[config.mk]
export PLATFORM = sky130hd
export DESIGN_NAME = uop_dispatch_sched
export DESIGN_NICKNAME = d
export VERILOG_FILES = /design/src/rtl/uop_sched_pkg.sv /design/src/rtl/uop_busy_timer.sv /design/src/rtl/uop_port_arbiter.sv /design/src/rtl/uop_dispatch_sched.sv
export SDC_FILE = /design/constraint.sdc
export NUM_CORES = 1
export LEC_CHECK = 0
export ABC_AREA = 1
export BUFFER_PORTS_ARGS = -buffer_cell sky130_fd_sc_hd__buf_2
export CORE_MARGIN = 2
export CORE_UTILIZATION = 58
export DETAILED_ROUTE_END_ITERATION = 8
export PLACE_DENSITY = 0.86
export SLEW_MARGIN = 20
export SYNTH_ARGS = -nofsm -noshare
export SYNTH_HDL_FRONTEND = slang
export SYNTH_SLANG_ARGS = --single-unit
[constraint.sdc]
create_clock -name clk -period 3.6 [get_ports clk]
set_input_delay 0.18 -clock clk [delete_from_list [all_inputs] [get_ports clk]]
set_output_delay 0.18 -clock clk [all_outputs]
set_load 0.02 [all_outputs]
[src/rtl/uop_sched_pkg.sv]
package uop_sched_pkg;

  localparam int NPORT = 5;

  // port indices
  localparam int PT_ALU0 = 0;
  localparam int PT_ALU1 = 1;
  localparam int PT_LD   = 2;
  localparam int PT_STA  = 3;
  localparam int PT_STD  = 4;

  typedef enum logic [2:0] {
    UC_ALU  = 3'd0,
    UC_P0   = 3'd1,
    UC_BR   = 3'd2,
    UC_LD   = 3'd3,
    UC_ST   = 3'd4,
    UC_IDIV = 3'd5,
    UC_FDIV = 3'd6,
    UC_RSVD = 3'd7
  } uop_cls_e;

  typedef logic [NPORT-1:0] port_mask_t;

endpackage

[src/rtl/uop_busy_timer.sv]
module uop_busy_timer #(
  parameter int CNT_W = 6
) (
  input  logic             clk,
  input  logic             rst,
  input  logic             load,
  input  logic [CNT_W-1:0] load_val,
  output logic             busy
);

  logic [CNT_W-1:0] cnt;

  always_ff @(posedge clk) begin
    if (rst)
      cnt <= '0;
    else if (load)
      cnt <= load_val;
    else if (cnt != '0)
      cnt <= cnt - 1'b1;
  end

  assign busy = (cnt != '0);

  // a divider is only started while idle
  a_r7_r8_load_idle: assert property (@(posedge clk) disable iff (rst)
    load |-> (cnt == '0));

  // a running window shrinks by one each cycle
  a_r7_r8_countdown: assert property (@(posedge clk) disable iff (rst)
    (cnt != '0) |=> (cnt == $past(cnt) - 1'b1));

endmodule

[src/rtl/uop_port_arbiter.sv]
module uop_port_arbiter
  import uop_sched_pkg::*;
#(
  parameter int NREQ = 4
) (
  input  logic [NREQ-1:0]            valid,
  input  uop_cls_e [NREQ-1:0]        cls,
  input  logic [NREQ-1:0][1:0]       size,
  input  logic                       idiv_busy,
  input  logic                       fdiv_busy,
  output logic [NREQ-1:0]            grant,
  output logic [NREQ-1:0]            on_p1,
  output port_mask_t [NREQ-1:0]      mask,
  output port_mask_t                 used,
  output logic                       idiv_go,
  output logic [1:0]                 idiv_sz,
  output logic                       fdiv_go,
  output logic [1:0]                 fdiv_sz
);

  always_comb begin
    port_mask_t taken;
    logic       idiv_claim;
    logic       fdiv_claim;
    taken      = '0;
    idiv_claim = idiv_busy;
    fdiv_claim = fdiv_busy;
    idiv_go    = 1'b0;
    fdiv_go    = 1'b0;
    idiv_sz    = 2'd0;
    fdiv_sz    = 2'd0;
    for (int i = 0; i < NREQ; i++) begin
      mask[i]  = '0;
      on_p1[i] = 1'b0;
      if (valid[i]) begin
        unique case (cls[i])
          UC_ALU: begin
            if (!taken[PT_ALU0])
              mask[i][PT_ALU0] = 1'b1;
            else if (!taken[PT_ALU1]) begin
              mask[i][PT_ALU1] = 1'b1;
              on_p1[i]         = 1'b1;
            end
          end
          UC_P0:
            if (!taken[PT_ALU0]) mask[i][PT_ALU0] = 1'b1;
          UC_BR:
            if (!taken[PT_ALU1]) mask[i][PT_ALU1] = 1'b1;
          UC_LD:
            if (!taken[PT_LD]) mask[i][PT_LD] = 1'b1;
          UC_ST:
            if (!taken[PT_STA] && !taken[PT_STD]) begin
              mask[i][PT_STA] = 1'b1;
              mask[i][PT_STD] = 1'b1;
            end
          UC_IDIV:
            if (!taken[PT_ALU0] && !idiv_claim) begin
              mask[i][PT_ALU0] = 1'b1;
              idiv_claim       = 1'b1;
              idiv_go          = 1'b1;
              idiv_sz          = size[i];
            end
          UC_FDIV:
            if (!taken[PT_ALU0] && !fdiv_claim) begin
              mask[i][PT_ALU0] = 1'b1;
              fdiv_claim       = 1'b1;
              fdiv_go          = 1'b1;
              fdiv_sz          = size[i];
            end
          default: ;
        endcase
      end
      grant[i] = |mask[i];
      taken    = taken | mask[i];
    end
    used = taken;
  end

endmodule

[src/rtl/uop_dispatch_sched.sv]
module uop_dispatch_sched
  import uop_sched_pkg::*;
#(
  parameter int NREQ       = 4,
  parameter int IDIV_CYC_B = 12,
  parameter int IDIV_CYC_H = 21,
  parameter int IDIV_CYC_W = 37,
  parameter int FDIV_LAT_S = 18,
  parameter int FDIV_LAT_D = 32,
  parameter int FDIV_LAT_X = 38
) (
  input  logic              clk,
  input  logic              rst,
  input  logic [NREQ-1:0]   req_valid,
  input  logic [3*NREQ-1:0] req_class,
  input  logic [2*NREQ-1:0] req_size,
  output logic [NREQ-1:0]   req_grant,
  output logic [NREQ-1:0]   req_on_p1,
  output logic [NPORT-1:0]  port_used,
  output logic              idiv_busy,
  output logic              fdiv_busy
);

  localparam int MAX_I  = (IDIV_CYC_W > IDIV_CYC_H) ?
                          ((IDIV_CYC_W > IDIV_CYC_B) ? IDIV_CYC_W : IDIV_CYC_B) :
                          ((IDIV_CYC_H > IDIV_CYC_B) ? IDIV_CYC_H : IDIV_CYC_B);
  localparam int MAX_F  = (FDIV_LAT_X > FDIV_LAT_D) ?
                          ((FDIV_LAT_X > FDIV_LAT_S) ? FDIV_LAT_X : FDIV_LAT_S) :
                          ((FDIV_LAT_D > FDIV_LAT_S) ? FDIV_LAT_D : FDIV_LAT_S);
  localparam int MAX_C  = (MAX_I > MAX_F) ? MAX_I : MAX_F;
  localparam int CNT_W  = $clog2(MAX_C + 1);

  uop_cls_e [NREQ-1:0]      cls;
  logic [NREQ-1:0][1:0]     sz;
  port_mask_t [NREQ-1:0]    mask;
  logic                     idiv_go, fdiv_go;
  logic [1:0]               idiv_sz, fdiv_sz;
  logic [CNT_W-1:0]         idiv_len, fdiv_len;

  for (genvar i = 0; i < NREQ; i++) begin : g_unpack
    assign cls[i] = uop_cls_e'(req_class[3*i +: 3]);
    assign sz[i]  = req_size[2*i +: 2];
  end

  uop_port_arbiter #(.NREQ(NREQ)) u_arb (
    .valid     (req_valid),
    .cls       (cls),
    .size      (sz),
    .idiv_busy (idiv_busy),
    .fdiv_busy (fdiv_busy),
    .grant     (req_grant),
    .on_p1     (req_on_p1),
    .mask      (mask),
    .used      (port_used),
    .idiv_go   (idiv_go),
    .idiv_sz   (idiv_sz),
    .fdiv_go   (fdiv_go),
    .fdiv_sz   (fdiv_sz)
  );

  always_comb begin
    unique case (idiv_sz)
      2'd0:    idiv_len = CNT_W'(IDIV_CYC_B);
      2'd1:    idiv_len = CNT_W'(IDIV_CYC_H);
      default: idiv_len = CNT_W'(IDIV_CYC_W);
    endcase
    unique case (fdiv_sz)
      2'd0:    fdiv_len = CNT_W'(FDIV_LAT_S - 1);
      2'd1:    fdiv_len = CNT_W'(FDIV_LAT_D - 1);
      default: fdiv_len = CNT_W'(FDIV_LAT_X - 1);
    endcase
  end

  uop_busy_timer #(.CNT_W(CNT_W)) u_idiv_tmr (
    .clk      (clk),
    .rst      (rst),
    .load     (idiv_go),
    .load_val (idiv_len),
    .busy     (idiv_busy)
  );

  uop_busy_timer #(.CNT_W(CNT_W)) u_fdiv_tmr (
    .clk      (clk),
    .rst      (rst),
    .load     (fdiv_go),
    .load_val (fdiv_len),
    .busy     (fdiv_busy)
  );

  // no port is handed to two requests
  for (genvar p = 0; p < NPORT; p++) begin : g_port_chk
    logic [NREQ-1:0] col;
    for (genvar i = 0; i < NREQ; i++) begin : g_col
      assign col[i] = mask[i][p];
    end
    a_r1_single_owner: assert property (@(posedge clk) disable iff (rst)
      $countones(col) <= 1);
  end

  // a granted store holds both store ports
  for (genvar i = 0; i < NREQ; i++) begin : g_st_chk
    a_r5_store_pair: assert property (@(posedge clk) disable iff (rst)
      (req_grant[i] && cls[i] == UC_ST) |-> (mask[i][PT_STA] && mask[i][PT_STD]));
  end

  // integer divide only when its unit is idle
  a_r7_idiv_idle: assert property (@(posedge clk) disable iff (rst)
    idiv_go |-> !idiv_busy);

  // floating divide only when its unit is idle
  a_r8_fdiv_idle: assert property (@(posedge clk) disable iff (rst)
    fdiv_go |-> !fdiv_busy);

  // divides share port 0, so never two in one cycle
  a_r9_one_divide: assert property (@(posedge clk) disable iff (rst)
    !(idiv_go && fdiv_go));

endmodule

Yosys cells after proc, flatten, opt, wreduce, memory -nomap -nowiden
Index checks and enable logic that the tools add are counted.
- register bits after elaboration: 12
- output and inout bits: 15
- input port bits: 26
- logic and storage cells: 192
- add/sub/neg operators: 2
- bitwise logic cells: 3
- eq/ne operators: 26
- reductions and logical operators: 42
- mux-type cells: 117
- operators with widths (kind ; count):
    1-bit two-way mux ; 69
    2-bit two-way mux ; 31
    3-bit == test, second input constant ; 12
    3-bit by 2-bit == test with 1-bit output, second input constant ; 8
    6-bit two-way mux ; 4
    6-bit one-hot mux with 2 select lines ; 2
    5-bit two-way mux ; 4
    5-bit OR reduction ; 4
    1-bit logical NOT ; 15
    5-bit bitwise OR ; 3
    3-bit by 1-bit == test with 1-bit output, second input constant ; 4
    3-bit logical NOT ; 4
    1-bit one-hot mux with 3 select lines ; 4
    6-bit nonzero test ; 2
    6-bit by 1-bit subtractor with 6-bit output, second input constant ; 2
    1-bit logical AND ; 9
    2-bit OR reduction ; 4
    1-bit one-hot mux with 2 select lines ; 3
    2-bit by 1-bit == test with 1-bit output, second input constant ; 2
    2-bit logical NOT ; 2
    2-bit nonzero test ; 2

Longest topological paths before layout
Gate-level depths: netlist of the first run.
- word-level depth: 24
- mapped depth: 19
- depth with buffers taken out: 18

By module
Synthesis of the first run repeated with hierarchy kept, for this count alone.
- cell total of the unflattened synthesis: 297
- area, all modules: 1732.9 um^2
- modules (own cells, without submodules) (module ; sequential area each (um^2) ; area an instance (um^2) ; times used ; cells each):
    uop_port_arbiter ; 0.0 ; 868.3 ; 1 ; 176
    uop_busy_timer ; 120.1 ; 407.9 ; 2 ; 54
    uop_dispatch_sched ; 0.0 ; 48.8 ; 1 ; 13

Worst setup path before layout of the first run
No wires, ideal clock.
- kind: reg-to-output
- from: register u_fdiv_tmr.cnt[0]
- to: output port port_used[1]
- buffers on the path: 1
- stages on the path, launching flop included: 18
- path slack: 1389 ps
- data required time: 3420 ps
- arrival: 2031 ps
- cell sequence: dfxtp_1 inv_1 ha_1 nand3_4 nor2_4 nor2_4 nand2_2 inv_4 nand2_1 a21oi_2 nand3_1 nand3_2 nand2_4 buf_8 nand2_2 nand2_2 o21ai_2 or2_1
- longest elaborated chain between the ends: 20
- elaborated cells on any way between the ends: 43
- those cells by class: mux (30); bitwise (3); reduce/logical (10)
- ends and longest elaborated chain (item ; line ; source):
    from (decl) ; uop_busy_timer.sv:11 ; logic [CNT_W-1:0] cnt;
    from (signal assigned) ; uop_busy_timer.sv:17 ; cnt <= load_val;
    from (signal assigned) ; uop_busy_timer.sv:19 ; cnt <= cnt - 1'b1;
    6-bit nonzero test (*) ; uop_busy_timer.sv:22 ; assign busy = (cnt != '0);
    net fdiv_busy ; uop_dispatch_sched.sv:21 ; output logic fdiv_busy
    1-bit two-way mux ; uop_port_arbiter.sv:64 ; if (!taken[PT_ALU0] && !fdiv_claim) begin
    1-bit one-hot mux with 3 select lines ; uop_port_arbiter.sv:36 ; unique case (cls[i])
    5-bit two-way mux ; uop_port_arbiter.sv:35 ; if (valid[i]) begin
    1-bit logical NOT ; n/a ;
    1-bit logical AND, on equally long branches ; uop_port_arbiter.sv:64, uop_port_arbiter.sv:57 ;
    1-bit two-way mux, on equally long branches ; uop_port_arbiter.sv:64, uop_port_arbiter.sv:57 ;
    [5 not listed] ; n/a ;
    1-bit two-way mux, on equally long branches ; uop_port_arbiter.sv:64, uop_port_arbiter.sv:57 ;
    1-bit one-hot mux with 3 select lines ; uop_port_arbiter.sv:36 ;
    5-bit two-way mux ; uop_port_arbiter.sv:35 ;
    5-bit bitwise OR (*) ; uop_port_arbiter.sv:74 ; taken = taken | mask[i];
    1-bit two-way mux ; uop_port_arbiter.sv:38 ; if (!taken[PT_ALU0])
    1-bit one-hot mux with 2 select lines ; uop_port_arbiter.sv:36 ;
    5-bit two-way mux ; uop_port_arbiter.sv:35 ;
    5-bit bitwise OR (*) ; uop_port_arbiter.sv:74 ;
    to (decl) ; uop_dispatch_sched.sv:19 ; output logic [NPORT-1:0] port_used,
Mark *: on every way through the listed nets, which the timed path passes. The rest lies on a longest branch.

Worst setup path in the final report of the first run
- from: register u_idiv_tmr.cnt[0]
- to: output port port_used[1]
- longest elaborated chain between the ends: 20
- elaborated cells on any way between the ends: 43
- those cells by class: mux (30); bitwise (3); reduce/logical (10)
- ends and longest elaborated chain (item ; line ; source):
    from (decl) ; uop_busy_timer.sv:11 ;
    from (signal assigned) ; uop_busy_timer.sv:17 ;
    from (signal assigned) ; uop_busy_timer.sv:19 ;
    6-bit nonzero test (*) ; uop_busy_timer.sv:22 ;
    1-bit two-way mux ; uop_port_arbiter.sv:57 ; if (!taken[PT_ALU0] && !idiv_claim) begin
    1-bit one-hot mux with 3 select lines ; uop_port_arbiter.sv:36 ;
    5-bit two-way mux ; uop_port_arbiter.sv:35 ;
    1-bit logical NOT ; n/a ;
    1-bit logical AND, on equally long branches ; uop_port_arbiter.sv:64, uop_port_arbiter.sv:57 ;
    1-bit two-way mux, on equally long branches ; uop_port_arbiter.sv:64, uop_port_arbiter.sv:57 ;
    1-bit one-hot mux with 3 select lines ; uop_port_arbiter.sv:36 ;
    [4 not listed] ; n/a ;
    1-bit two-way mux, on equally long branches ; uop_port_arbiter.sv:64, uop_port_arbiter.sv:57 ;
    1-bit one-hot mux with 3 select lines ; uop_port_arbiter.sv:36 ;
    5-bit two-way mux ; uop_port_arbiter.sv:35 ;
    5-bit bitwise OR (*) ; uop_port_arbiter.sv:74 ;
    1-bit two-way mux ; uop_port_arbiter.sv:38 ;
    1-bit one-hot mux with 2 select lines ; uop_port_arbiter.sv:36 ;
    5-bit two-way mux ; uop_port_arbiter.sv:35 ;
    5-bit bitwise OR (*) ; uop_port_arbiter.sv:74 ;
Every way passes the cells marked *; elsewhere a longest branch is shown, timed or not.

==> metrics, run 1 <==
status=completed; Die Area=3337 um2; RSZ-0062 raised after global routing=no; Post-CTS Hold Buffers=0; Pwr Total=1.022 mW; yosys warns=0; compound-cell area share of the yosys netlist=0.1052; DRT Pass-1 Iters=4; max-slew violation count=0; Final period util=0.7621; CTS clock-pin slew for the worst setup and hold paths=80 ps; crit path kind=reg -> out; vias after detailed routing=1,855; largest net degree at the start of global routing=14; Min-Delay Path Class=in -> reg; post-synthesis mux area share=0.005970; pwr dens=536.9 nW/um2; DRT antenna net count=0; Die X-Extent=57.77 um; Worst Setup Start Kind=flip-flop; Routed WL per cell=10.90 um; clk buf depth=2; CTS Root Cell=clkbuf_4; Setup crit end kind=primary output; asr flop ratio synth=0; number of global-route vias before repair=1,735; DR iter-0 viols=51; Hold Vio Cnt, Final=0; Synth Flop Type=dfxtp_1; # DRC=0; most numerous cell in the Yosys netlist=nand2_1; Post-DP HPWL=3226 um; final setup vio count=0; Avg Cell Area, Syn=6.075 um2; drt via density=5.377; Netlist Area Pre-Place=1677 um2; Post-Syn Nets=306; Clk Latency, worst-skew pair=270 ps; clock skew=7.870 ps; P&R area growth vs syn=13.58%; CP arrival=2560 ps; port bufs=39; Post-synth EDFFs=0; crit path time final=2743 ps; CTS Buf Count=3; Worst path max stage delay=330 ps; nets=345; top cell type's share of synthesized area=0.1433; die height=57.77 um; #FFs+latches synth=12; row cnt=19; Yosys top cell by area=dfxtp_1; global-route wire length before repair=6534 um; Worst R2R Setup Slack=1260 ps; Max Freq=0.3645 GHz; Post-DP Area=1868 um2; CTS sink cnt=12; placed insts=341; required time worst endpoint=3420 ps; Crit Path Max Fanout=9; synth cell count leaders=nand2_1 (51), inv_1 (45), nor2_1 (31); H-tree Lvls=1; Leak Pwr=1.084 nW; synth unique cells=39; largest family of logic cells by synthesized area=simple AND/OR/NAND/NOR gates; synth top area cells=dfxtp_1 (14%), nand2_1 (11%), inv_1 (10%), nor2_1 (6.9%), nand3_1 (6.9%); GRT Total Usage=0.2414; r2r worst-path depth=16; Hold EP=u_idiv_tmr.cnt[2]; post-synthesis xor/xnor area fraction=0.03657; MaxCap Viol Count=0; Post-CTS Setup Bufs=0; setup TNS=0 ps; adder-cell share of the synthesized area=0.02985; ANT cells=0; post-route cell area=1904 um2; hold path cells=4; Overflow after GRT=0; GP Congestion=0.8288; initial antenna violation count=0; RR Endpoint=u_fdiv_tmr.cnt[4]; core area=2758 um2; register area=240.2 um2; worst-path cell chain=inv_1, ha_1, nand3_4, inv_2, nand2_2, nand4_1, nand3_2, nand2_4, nand2_1, nand3_1, nand4_1, nor2_1, nand2_2, o21ai_2, or2_1, buf_2; sequential fraction of the synthesis area=0.1433; simple-gate share of the synthesized area=0.5358; RR Startpoint=u_idiv_tmr.cnt[0]; Ports=41; post-CTS sizing=0; CP max-delay cell=dfxtp_1; worst hold start=rst; post-route insts no fill=345; CTS tree=yes; Peak VDD IR=0.3911 mV; drt total wl=3760 um; Multi-input gate area=1200 um2; Initial Utilization=0.6080; fraction of layout instances using a drive strength above 1=0.2834; fill count=274; Gate Count Post-Synth=276
how the worst max path moves through the flow:
stage	startpoint	to	slack (ps)	depth (start not counted)
after floorplan	u_fdiv_tmr.cnt[0]	port_used[1]	1390	17
after global placement	u_idiv_tmr.cnt[0]	port_used[1]	1220	15
after detailed placement	u_idiv_tmr.cnt[0]	port_used[1]	1180	16
after CTS	u_idiv_tmr.cnt[0]	port_used[1]	850	16
after global routing	u_fdiv_tmr.cnt[0]	port_used[1]	640	16
final	u_idiv_tmr.cnt[0]	port_used[1]	860	16
power by group:
group | leakage, nW | internal (mW) | total (mW) | switching (mW)
Clock | 0.0210 | 0.0615 | 0.107 | 0.0460
Sequential | 0.0995 | 0.182 | 0.224 | 0.0414
Combinational | 0.964 | 0.269 | 0.691 | 0.422
Total | 1.08 | 0.513 | 1.02 | 0.510
placed cells by master, fill, tap and decap left out, types with 2 or more instances in the layout:
cell type	count
nand4_1	16
o21ai_1	2
o211ai_1	3
nand3_2	6
nor2_2	7
dfxtp_1	12
nand3_1	23
nand2_1	51
nor3_2	3
clkbuf_4	3
nor2_4	3
xnor2_1	3
inv_2	5
a21oi_1	3
ha_1	4
or2_1	2
xor2_1	4
buf_2	39
nor2_1	31
nand2_4	2
nand3_4	2
a21oi_2	4
inv_1	45
nand2_2	10
a31oi_1	2
o21ai_0	11
nor3_1	6
sequential cells by signal (all words and copies together) (netlist names):
register,count
u_idiv_tmr.cnt,6
u_fdiv_tmr.cnt,6
per-stage QoR:
step / worst slack (ps) / hold WS, ps / utilization
after floorplan: 1389 / 423.9 / -
after global placement: 1220 / 553.9 / 0.6774
after detailed placement: 1178 / 558.4 / 0.6774
after CTS: 855.0 / 275.6 / 0.6906
after global routing: 635.6 / 301.4 / 0.6906
final: 856.5 / 281.2 / 0.6906
per-layer routing:
layer / share of wire / global-route usage / up-vias
met5: 0 / 0 / -
met4: 0.021 / 0.1196 / 0
met3: 0.030 / 0.01339 / 8
met2: 0.50 / 0.4545 / 54
met1: 0.45 / 0.2726 / 822
li1: - / - / 971
worst max-delay path: cells and delay by family (launching register included):
| kind | cells | cell delay (ps) |
|---|---|---|
| buf+inv | 3 | 370 |
| fa+ha+maj | 1 | 220 |
| compound gates | 1 | 60 |
| simple gates | 11 | 1300 |
| flops | 1 | 330 |
layout make-up:
| cell class | instances | area share |
|---|---|---|
| Inverter | 51 | 0.1018 |
| Timing Repair Buffer | 39 | 0.1025 |
| Multi-Input combinational cell | 208 | 0.6301 |
| Tap cell | 31 | 0.02037 |
| Clock buffer | 4 | 0.01905 |
| Sequential cell | 12 | 0.1261 |
kinds of logic after synthesis:
| kind of cell | count (synthesis) |
|---|---|
| AOI/OAI and AO/OA | 28 |
| xor gates and xnor gates | 7 |
| adders and majority gates | 4 |
| buffers and inverters | 56 |
| DFF | 12 |
| muxes | 1 |
| other | 1 |
| and+or+nand+nor | 167 |
Power figures use the tool's default switching activity.
==> run 2: changes to the inputs <==
- CORE_UTILIZATION: 58 -> 54
- PLACE_DENSITY: 0.86 -> 0.81
- clock period: 3.6 -> 2.6 ns (I/O delays scaled with it)
==> run 2 against run 1 <==
  * Sequential share of layout area down 1.6 points
  * Power up 71%
  * Setup slack worse by 810 ps
  * Global-route usage up 0.17 points
  * Sequential cell count unchanged
  * Die area up 6.9%
  * Sequential power up 51%
  * Hold slack worse by 86 ps
  * Clock power up 50%
  * Non-clock buffer count up 20
  * Cell count up 6.4%
  * Largest power group unchanged
==> metrics, run 2 (synthesis results as in run 1) <==
Clk Latency, worst-skew pair=300 ps (+30 ps); Final period util=0.9812; MaxCap Viol Count=0 (unchanged); GP Congestion=0.8505 (+2.6%); Setup crit end kind=primary output; status=completed; post-route cell area=2256 um2 (+18%); CTS tree=yes; register area=249.0 um2 (+3.6%); largest net degree at the start of global routing=14 (unchanged); P&R area growth vs syn=34.55%; r2r worst-path depth=19 (+3); Pwr Total=1.746 mW (+71%); hold slack=195.4 ps (-85.85 ps); CP arrival=2420 ps (-140 ps); Post-DP Area=1871 um2 (+0.13%); drt via density=5.376 (about the same); clock skew=3.144 ps (-4.726 ps); crit path kind=reg -> out; crit path time final=2551 ps; Worst Tran Pin Value=607.1 ps; global-route wire length before repair=6693 um (+2.4%); Min-Delay Path Class=in -> reg; Peak VDD IR=0.3009 mV (-23%); fraction of layout instances using a drive strength above 1=0.4132 (+0.1297); Initial Utilization=0.5583 (-0.04965); biggest regs=u_fdiv_tmr.cnt: 6 flops, u_idiv_tmr.cnt: 6 flops; CTS clock-pin slew for the worst setup and hold paths=80 ps (about the same); DRT antenna net count=0 (unchanged); Crit Path Max Fanout=6 (-3); pwr dens=774.2 nW/um2 (+44%); Worst R2R Setup Slack=180 ps (-1080 ps); Die X-Extent=59.72 um (+3.4%); Worst Setup Start Kind=flip-flop; Die Area=3566 um2 (+6.9%); GRT Total Usage=0.2431 (+0.001672); most common cell after layout, fill and taps aside=nand2_1; clk buf depth=2 (unchanged); # DRC=0 (unchanged); CTS Buf Count=3 (unchanged); ANT cells=0 (unchanged); Overflow after GRT=0 (unchanged); CP Capture Point=port_used[1]; Hold Vio Cnt, Final=0 (unchanged); row cnt=20 (+1); Relative slew margins=0.5938; most frequent cells in the layout=nand2_1 (45), inv_1 (41), buf_2 (36); H-tree Lvls=1 (unchanged); RR Endpoint=u_idiv_tmr.cnt[2]; number of global-route vias before repair=1,662 (-4.2%); Post-CTS Hold Buffers=0 (unchanged); CTS sink cnt=12 (unchanged); drt total wl=4684 um (+25%); Ports=41 (unchanged); Max Freq=0.3920 GHz; Setup crit start=u_fdiv_tmr.cnt[0]; die height=59.72 um (+3.4%); Routed WL per cell=12.76 um (+17%); CTS Root Cell=clkbuf_4; DRT Pass-1 Iters=4 (unchanged); vias after detailed routing=1,973 (+6.4%); Leak Pwr=1.206 nW (+11%); max-slew violation count=0 (unchanged); nets=365 (+5.8%); port bufs=39 (unchanged); Multi-input gate area=1359 um2 (+13%); final setup vio count=0 (unchanged); initial antenna violation count=0 (unchanged); required time worst endpoint=2470 ps (-950 ps); Post-DP HPWL=3262 um (+1.1%); Finished Core Util=0.7513 (+0.06069); RSZ-0062 raised after global routing=yes; setup TNS=0 ps (unchanged); core area=3003 um2 (+8.9%); RR Startpoint=u_idiv_tmr.cnt[0]; DR iter-0 viols=114 (+120%); fill count=248 (-9.5%)
run 2: cell types whose count changed in the layout (fill, tap and decap cells not counted), moves of 4 or more:
cell,previous run,this run
buf_4,0,20
dfxtp_1,12,7
dfxtp_2,0,4
inv_1,45,41
nand2_1,51,45
nand3_1,23,16
nand3_2,6,12
run 2: worst min path at each step:
stage	startpoint	end	slack, ps	depth (start not counted)
finish	rst	u_fdiv_tmr.cnt[2]	200	4
global route	rst	u_fdiv_tmr.cnt[2]	220	4
CTS	rst	u_fdiv_tmr.cnt[2]	190	4
detailed placement	rst	u_fdiv_tmr.cnt[2]	510	4
global placement	rst	u_idiv_tmr.cnt[2]	510	4
floorplan	rst	u_fdiv_tmr.cnt[2]	370	3
run 2: final cells by class:
type,instances,share of cell area
Clock buffer,4,0.01608
Sequential cell,12,0.1104
Tap cell,33,0.01830
Inverter,51,0.09151
Timing Repair Buffer,59,0.1614
Multi-Input combinational cell,208,0.6023
run 2: metal layers:
metal / up-vias / share of wire / GRT usage
met4: 0 / 0.020 / 0.1048
met1: 898 / 0.42 / 0.2835
met2: 51 / 0.52 / 0.4472
li1: 1015 / - / -
met5: - / 0 / 0
met3: 9 / 0.036 / 0.01948
run 2: what timing repair did:
action                     4_1_cts  5_1_grt
setup buffers                    3       17
pin swaps                        8       18
setup endpoints to repair        3        4
gates resized for setup         14       43
run 2: where the power goes:
part           switching (mW)  internal [mW]
registers              0.0747          0.263
clock network          0.0751         0.0856
logic                   0.705          0.543
run 2: worst max-delay path, stage by stage, from the launching register on:
cell and delay (ps):
dfxtp_2 340, inv_4 70, ha_4 140, nand3_4 110, nor2b_2 230, nand4_1 140, nand3_2 110, nand2_4 90
nand2_4 100, nand3_4 60, nand4_1 150, nor2_1 70, nand2_2 70, o21ai_2 60, or2_1 220, buf_6 130
run 2: through the flow:
step | setup slack (ps) | std cells
6_report | 48.81 | 367
5_1_grt | -97.53 | 367
4_1_cts | 1.957 | 350
3_5_place_dp | 265.0 | 343
3_3_place_gp | 273.0 | 343
2_1_floorplan | 438.5 | 276
==> run 3: changes to the inputs <==
- PLACE_DENSITY: 0.81 -> 0.79
==> run 3 against run 2 <==
  * Non-clock buffer count up 4
  * Power down 6.0%
  * Sequential share of layout area up 0.055 points
  * Count of clock-buffer cells in the layout down 1
  * Global-route usage down 0.48 points
  * Sequential power down 4%
  * Clock power down 27%
  * Critical endpoint unchanged
==> metrics, run 3 (synthesis results as in run 1) <==
Pwr Total=1.641 mW (-6.0%); required time worst endpoint=2470 ps (about the same); Overflow after GRT=0 (unchanged); pwr dens=746.0 nW/um2 (-3.6%); H-tree Lvls=1 (unchanged); CTS sink cnt=12 (unchanged); WP depth=16 (+1); CTS tree=yes; Worst path max stage delay=360 ps (+20 ps); vias after detailed routing=1,947 (-1.3%); core area=3003 um2 (unchanged); status=completed; DRT antenna net count=0 (unchanged); Ports=41 (unchanged); Multi-input gate area=1299 um2 (-4.4%); clock skew=5.891 ps (+2.748 ps); CP most frequent cell=nand3_2; global-route wire length before repair=6713 um (+0.30%); largest net degree at the start of global routing=14 (unchanged); Clk Latency, worst-skew pair=280 ps (-20 ps); Die X-Extent=59.72 um (unchanged); die height=59.72 um (unchanged); fill count=262 (+5.6%); r2r worst-path depth=20 (+1); register area=244.0 um2 (-2.0%); ANT cells=0 (unchanged); Post-DP HPWL=3238 um (-0.73%); initial antenna violation count=0 (unchanged); RSZ-0062 raised after global routing=yes; Hold Vio Cnt, Final=0 (unchanged); crit path time final=2489 ps (-61.86 ps); GP Congestion=0.8601 (+1.1%); post-route insts no fill=371 (+1.1%); Worst Setup Start Kind=flip-flop; clk buf depth=2 (unchanged); CP Buf/Inv Count=2 (unchanged); Max Freq=0.4017 GHz (+2.5%); Post-DP Area=1871 um2 (unchanged); # DRC=0 (unchanged); Leak Pwr=1.217 nW (+0.90%); Initial Utilization=0.5583 (unchanged); hold slack=212.4 ps (+17.02 ps); Peak VDD IR=0.2697 mV (-10%); most used routing layer=met2; worst-path cell chain=inv_4, ha_4, nand3_4, nor2_4, nor2_4, nand4_1, nand3_2, nand2_4, nand3_2, nand3_2, nand2_4, nand2_2, nand2_2, o21ai_2, or2_1, buf_6; met3 GRT Util=0.006494 (-0.01299); most common cell after layout, fill and taps aside=nand2_1; hold path cells=4 (unchanged); CP max-delay cell=dfxtp_2; GRT Total Usage=0.2383 (-0.004791); Die Area=3566 um2 (unchanged); max-slew violation count=0 (unchanged); setup TNS=0 ps (unchanged); fraction of layout instances using a drive strength above 1=0.3905 (-0.02264); CTS clock-pin slew for the worst setup and hold paths=70 ps (about the same); CTS Buf Count=3 (unchanged); number of global-route vias before repair=1,655 (-0.42%); routing usage on met2=0.4503 (+0.003106); placed insts=343 (unchanged); crit path kind=reg -> out; Setup crit end kind=primary output; MaxCap Viol Count=0 (unchanged); crit-path leading delay family=simple AND/OR/NAND/NOR gates; drt via density=5.248 (-2.4%); nets=370 (+1.4%); CTS Root Cell=clkbuf_4; Min-Delay Path Class=in -> reg; Routed WL per cell=11.84 um (-7.2%); most frequent cells in the layout=nand2_1 (48), inv_1 (41), buf_2 (36); P&R area growth vs syn=31.19%; DRT Pass-1 Iters=4 (unchanged); drt total wl=4394 um (-6.2%); port bufs=39 (unchanged); biggest regs=u_fdiv_tmr.cnt: 6 flops, u_idiv_tmr.cnt: 6 flops; final setup vio count=0 (unchanged); Crit Path Max Fanout=6 (unchanged); M1 GR Usage=0.2904 (+0.006943); row cnt=20 (unchanged); DR iter-0 viols=84 (-26%); post-route cell area=2200 um2 (-2.5%); CP arrival=2360 ps (-60 ps); Final period util=0.9574 (-0.02379)
[run 3: cell types whose count changed in the layout (fill, tap and decap cells not counted), moves of 2 or more]
| cell | before | now |
|---|---|---|
| buf_4 | 20 | 24 |
| nand2_1 | 45 | 48 |
| nand3_1 | 16 | 18 |
| dfxtp_1 | 7 | 9 |
| nand3_2 | 12 | 10 |
| inv_2 | 5 | 7 |
[run 3: report_power, final]
| group | leakage, nW | internal (mW) | total [mW] | switching [mW] |
|---|---|---|---|---|
| combinational | 1.10 | 0.526 | 1.20 | 0.674 |
| clock | 0.0138 | 0.0538 | 0.117 | 0.0628 |
| sequential | 0.100 | 0.257 | 0.325 | 0.0680 |
| total | 1.22 | 0.836 | 1.64 | 0.804 |
[run 3: path summary, 6_finish.rpt]
kind,start,endpoint,slack [ps]
hold / removal,rst,u_fdiv_tmr.cnt[1],210
setup reg to reg,u_fdiv_tmr.cnt[0],u_fdiv_tmr.cnt[2],150
setup / recovery,u_fdiv_tmr.cnt[0],port_used[1],110
hold reg to reg,u_idiv_tmr.cnt[1],u_idiv_tmr.cnt[1],580
[run 3: final cells by class]
| type | count | share of cell area |
|---|---|---|
| Tap cell | 33 | 0.01877 |
| Sequential cell | 12 | 0.1109 |
| Multi-Input combinational cell | 209 | 0.5904 |
| Timing Repair Buffer | 63 | 0.1792 |
| Inverter | 51 | 0.09044 |
| Clock buffer | 3 | 0.01024 |
[run 3: per-stage QoR]
stage                     worst slack [ps]    util
after floorplan                      438.5       -
after CTS                            1.831  0.6346
final                                110.7  0.7325
after global placement               268.3  0.6229
after global routing                -86.99  0.7325
after detailed placement             232.4  0.6229
[run 3: worst min-delay path, cell delays in order]
cell	delay, ps
buf_2	80
inv_1	110
nand2_1	110
a21oi_2	30
[run 3: per-layer routing]
metal	vias up	wire length [um]
li1	1023	-
met1	863	1834
met2	52	2345
met3	9	143
met4	0	70
met5	-	0
[run 3: timing repair]
item	CTS	global route
hold buffers	0	0
buffers inserted	1	23
pin swaps	1	18
gates cloned	0	1
endpoints found under the setup margin	3	4
resized for setup	3	32
